<file path="src/rtl/sleep_ctrl_reg.sv">
module sleep_ctrl_reg #(
  parameter int          ADDR_W     = 6,
  parameter logic [5:0]  CTRL_ADDR  = 6'h3A,
  parameter logic [5:0]  PROT_ADDR  = 6'h3C,
  parameter logic [7:0]  SIGNATURE  = 8'hD8,
  parameter int          WIN_CYCLES = 4
) (
  input  logic              clk,
  input  logic              rst_n,
  input  logic [ADDR_W-1:0] bus_addr,
  input  logic              bus_we,
  input  logic [7:0]        bus_wdata,
  output logic [7:0]        bus_rdata,
  input  logic              sleep_instr,
  input  logic              wake_evt,
  output logic              sleep_active,
  output logic [2:0]        sleep_mode,
  output logic              mode_illegal,
  output logic              bod_off
);
  localparam int CNT_W = $clog2(WIN_CYCLES + 1);
  localparam logic [CNT_W-1:0] WIN_LOAD = CNT_W'(WIN_CYCLES);

  logic [7:0]       ctrl_q;
  logic [CNT_W-1:0] win_cnt;
  logic             win_open, ctrl_wr, prot_wr, bods_next;

  assign ctrl_wr  = bus_we && (bus_addr == ADDR_W'(CTRL_ADDR));
  assign prot_wr  = bus_we && (bus_addr == ADDR_W'(PROT_ADDR));
  assign win_open = (win_cnt != '0);

  always_comb begin
    bods_next = ctrl_q[4];
    if (ctrl_wr) begin
      if (!bus_wdata[4])  bods_next = 1'b0;
      else if (win_open)  bods_next = 1'b1;
    end
    if (wake_evt) bods_next = 1'b0;
  end

  always_ff @(posedge clk) begin
    if (!rst_n) begin
      ctrl_q  <= '0;
      win_cnt <= '0;
    end else begin
      if (ctrl_wr) begin
        ctrl_q[7:6] <= bus_wdata[7:6];
        ctrl_q[3:0] <= bus_wdata[3:0];
      end
      ctrl_q[5] <= 1'b0;
      ctrl_q[4] <= bods_next;
      if (prot_wr)       win_cnt <= (bus_wdata == SIGNATURE) ? WIN_LOAD : '0;
      else if (ctrl_wr)  win_cnt <= '0;
      else if (win_open) win_cnt <= win_cnt - 1'b1;
    end
  end

  always_ff @(posedge clk) begin
    if (!rst_n) begin
      sleep_active <= 1'b0;
      bod_off      <= 1'b0;
    end else if (wake_evt) begin
      sleep_active <= 1'b0;
      bod_off      <= 1'b0;
    end else if (sleep_instr && ctrl_q[0] && !sleep_active) begin
      sleep_active <= 1'b1;
      bod_off      <= ctrl_q[4];
    end
  end

  assign bus_rdata = (bus_addr == ADDR_W'(CTRL_ADDR)) ?
                     {ctrl_q[7:6], 1'b0, ctrl_q[4:0]} : 8'h00;

  always_comb begin
    mode_illegal = 1'b0;
    case (ctrl_q[3:1])
      3'b000:  sleep_mode = 3'b001;
      3'b001:  sleep_mode = 3'b010;
      3'b010:  sleep_mode = 3'b100;
      default: begin
        sleep_mode   = 3'b001;
        mode_illegal = 1'b1;
      end
    endcase
  end

  assert_rsvd_zero_R3: assert property (@(posedge clk) disable iff (!rst_n)
    (bus_addr == ADDR_W'(CTRL_ADDR)) |-> !bus_rdata[5]);

  assert_bods_needs_unlock_R4: assert property (@(posedge clk) disable iff (!rst_n)
    $rose(ctrl_q[4]) |-> $past(win_open && ctrl_wr && bus_wdata[4]));

  assert_window_closes_R5: assert property (@(posedge clk) disable iff (!rst_n)
    ctrl_wr |=> !win_open);

  assert_clear_free_R6: assert property (@(posedge clk) disable iff (!rst_n)
    (ctrl_wr && !bus_wdata[4]) |=> !ctrl_q[4]);

  assert_wake_clears_R7: assert property (@(posedge clk) disable iff (!rst_n)
    wake_evt |=> (!ctrl_q[4] && !sleep_active && !bod_off));

  assert_bodoff_on_sleep_R8: assert property (@(posedge clk) disable iff (!rst_n)
    $rose(bod_off) |-> $past(sleep_instr && ctrl_q[0] && ctrl_q[4] && !wake_evt));

  assert_mode_onehot_R9: assert property (@(posedge clk) disable iff (!rst_n)
    $countones(sleep_mode) == 1);
endmodule

</file>
<file path="config.mk">
export PLATFORM = sky130hd
export DESIGN_NAME = sleep_ctrl_reg
export DESIGN_NICKNAME = d
export VERILOG_FILES = /design/src/rtl/sleep_ctrl_reg.sv
export SDC_FILE = /design/constraint.sdc
export NUM_CORES = 1
export LEC_CHECK = 0
export ABC_AREA = 1
export BUFFER_PORTS_ARGS = -buffer_cell sky130_fd_sc_hd__buf_2
export CORE_UTILIZATION = 47
export DETAILED_ROUTE_END_ITERATION = 16
export PLACE_DENSITY = 0.82
export SYNTH_ARGS = -nofsm -noshare
export SYNTH_HDL_FRONTEND = slang
export SYNTH_SLANG_ARGS = --single-unit
</file>
<file path="constraint.sdc">
create_clock -name clk -period 3.6 [get_ports clk]
set_clock_uncertainty 0.15 [all_clocks]
set_input_delay 0.18 -clock clk [delete_from_list [all_inputs] [get_ports clk]]
set_output_delay 0.18 -clock clk [all_outputs]
set_load 0.005 [all_outputs]
</file>
==> results.md <==
* Status: complete, no violations
* Clock latency on the worst-skew pair at 0.27 ns
* Detailed Route Iter0 Violations at 13
* Yosys top cell area share at 0.351
* Setup bufs post-CTS at 0
* Overall Power at 384 uW
* Gr ovfl total at 0
* CP Launch Type: flop
* Synthesis-to-layout area growth at 28.0%
* Syn Inst Count at 100
* Routed len/inst at 9.90 um
* Seq. cell area at 240 um2
* Largest family of logic cells by synthesized area: simple AND/OR/NAND/NOR gates
* Clock tree buffer depth at 2
* Req. time, crit path at 3.63 ns
* Number of global-route vias before repair at 586
* Simple-Gate Fraction of Synth Area at 0.309
* Post-cts resize count at 0
* CTS tree: yes
* Core area at 1330 um2
* Sequential element share of the synthesized area at 0.351
* Syn_area_per_cell at 6.84 um2
* Final setup violation count at 0
* Netlist cell types at 25
* # port buffers at 31
* Max cap viols at 0
* Die area at 1610 um2
* Setup_tns at 0 ns
* Synth Warn # at 0
* Post-Route Utilization at 0.657
* RSZ-0062 raised after global routing: no
* Synth area leader: dfxtp_1
* Vias per inst at 4.88
* Synthesized area at 684 um2
* Largest net degree at the start of global routing at 20
* # fillers at 127
* Final period util at 0.415
* Mux share of post-synthesis cell area at 0
* Gr usage total at 0.212
* Clock slew at reported path FFs at 0.08 ns
* Slew Limit Fails at 0
* Synth Register Bits at 12
* Number of cell rows at 13
* H-tree Lvls at 1
* XOR/XNOR share of the synthesized area at 0.0128
* Synth Net Count at 121
* Reg2Reg Setup Slack at 2.11 ns
* Minimum clock period at 1.49 ns
* Remaining DRCs at 0
* Largest cells by area after synthesis: dfxtp_1 (35%), nor2_1 (11%), inv_1 (9.3%)
* Antenna Nets Post-Route at 0
* Critical Path End Type: flop
* Ant. Diodes at 0
* Hold Violations, Final at 0
* CTS Root Cell: clkbuf_4
* Drt pass-1 iters at 4
* Hold Buf Count CTS at 0
* Share of cells above drive strength 1 at 0.323
* Power Density at 438 nW/um2
* Initial antenna violation count at 0
* Ports at 33
* Multi-input logic area at 354 um2
* Detail Placement HPWL at 1210 um
* WP data arrival at 1.52 ns
* Starting Density at 0.513
* Total number of vias at 722
* Post-Route WL at 1470 um
* Synthesized-area fraction occupied by adder cells at 0.0366
* Post-route insts no fill at 148
* Synth Area in Compound Gates at 0.154
* Peak supply drop at 344 uV
* Pleak at 0.424 nW
* CP Max Fanout at 6
* Fmax at 669 MHz
* First-pass GRT wire length at 2260 um
* Clock sinks at 12
* Crit Path Class: flop to flop
* Cts bufs inserted at 3
* Die Wd at 40.2 um
* GP Congestion at 0.775
* Die Height at 40.2 um
* Post-placement cell count at 144
* Nets at 155
* Worst hold path type: input port to flop
per-layer routing:
| metal | share of wire | vias to the layer above | GRT usage |
|---|---|---|---|
| met2 | 0.49 | 20 | 0.367 |
| li1 | - | 385 | - |
| met1 | 0.43 | 313 | 0.246 |
| met4 | 0.014 | 0 | 0.103 |
| met5 | 0 | - | 0 |
| met3 | 0.060 | 4 | 0.0389 |
cell type report:
type	instances	share of cell area
inverter	19	0.0814
multi-input combinational	67	0.404
tap	15	0.0214
sequential	12	0.274
timing repair buffer	31	0.177
clock buffer	4	0.0414
stage by stage:
stage	hold WS (ns)	cell area, um2	setup WS, ns
after floorplan	0.147	684	2.22
after global placement	0.278	840	2.17
after CTS	0.0202	876	2.09
final	0.0226	876	2.11
after detailed placement	0.281	840	2.11
after global routing	0.0296	876	2.00
worst max-delay path: stages (launching register included):
cell     delay [ns]
dfxtp_1        0.35
inv_1          0.05
ha_1           0.19
ha_1           0.26
xor2_1         0.17
nor4_1         0.25
placed cells by master, fill, tap and decap left out:
cell type / count
clkbuf_8: 1
nand3_1: 3
xor2_1: 1
o21ai_2: 1
conb_1: 1
nor2_2: 1
inv_1: 17
a21boi_0: 1
clkbuf_4: 3
nand3b_1: 1
nor2_1: 20
buf_2: 31
clkinv_1: 1
nand2_1: 11
dfxtp_1: 12
a21oi_1: 8
nand4_1: 3
ha_1: 2
nand3_4: 1
nor4_1: 1
a21oi_2: 1
nor2_4: 1
nand2_2: 2
o21ai_1: 2
inv_2: 1
o21ai_0: 6
power by group:
group | switching, mW | internal, mW
Combinational | 0.0676 | 0.0565
Sequential | 0.00585 | 0.147
Clock | 0.0455 | 0.0614
synth_stat cells, drive strengths merged:
master   n
a21boi   1
ha       2
clkinv   1
nor4     1
buf      2
inv     18
conb     1
nand4    3
o21ai    9
dfxtp   12
nand2   13
nor2    22
xor2     1
nand3    4
a21oi    9
nand3b   1
path summary, 6_finish.rpt:
check	from	to	cells past startpoint
worst min-delay path	bus_wdata[4]	ctrl_q[4]$_SDFFE_PP0P_	3
worst max register to register	win_cnt[0]$_SDFFE_PN0P_	win_cnt[0]$_SDFFE_PN0P_	5
worst max-delay path	win_cnt[0]$_SDFFE_PN0P_	win_cnt[0]$_SDFFE_PN0P_	5
worst min register to register	bod_off$_SDFFE_PP0P_	bod_off$_SDFFE_PP0P_	2
cells by family after synthesis:
logic type / Yosys count
AOI/OAI and AO/OA: 19
xor gates and xnor gates: 1
other: 1
DFF: 12
and+or+nand+nor: 44
buffers and inverters: 21
adders and majority gates: 2
registers in the layout, indices dropped and copies added, names as in the netlist:
register	flops
bod_off	1
ctrl_q	7
sleep_active	1
win_cnt	3
Power figures use the tool's default switching activity.
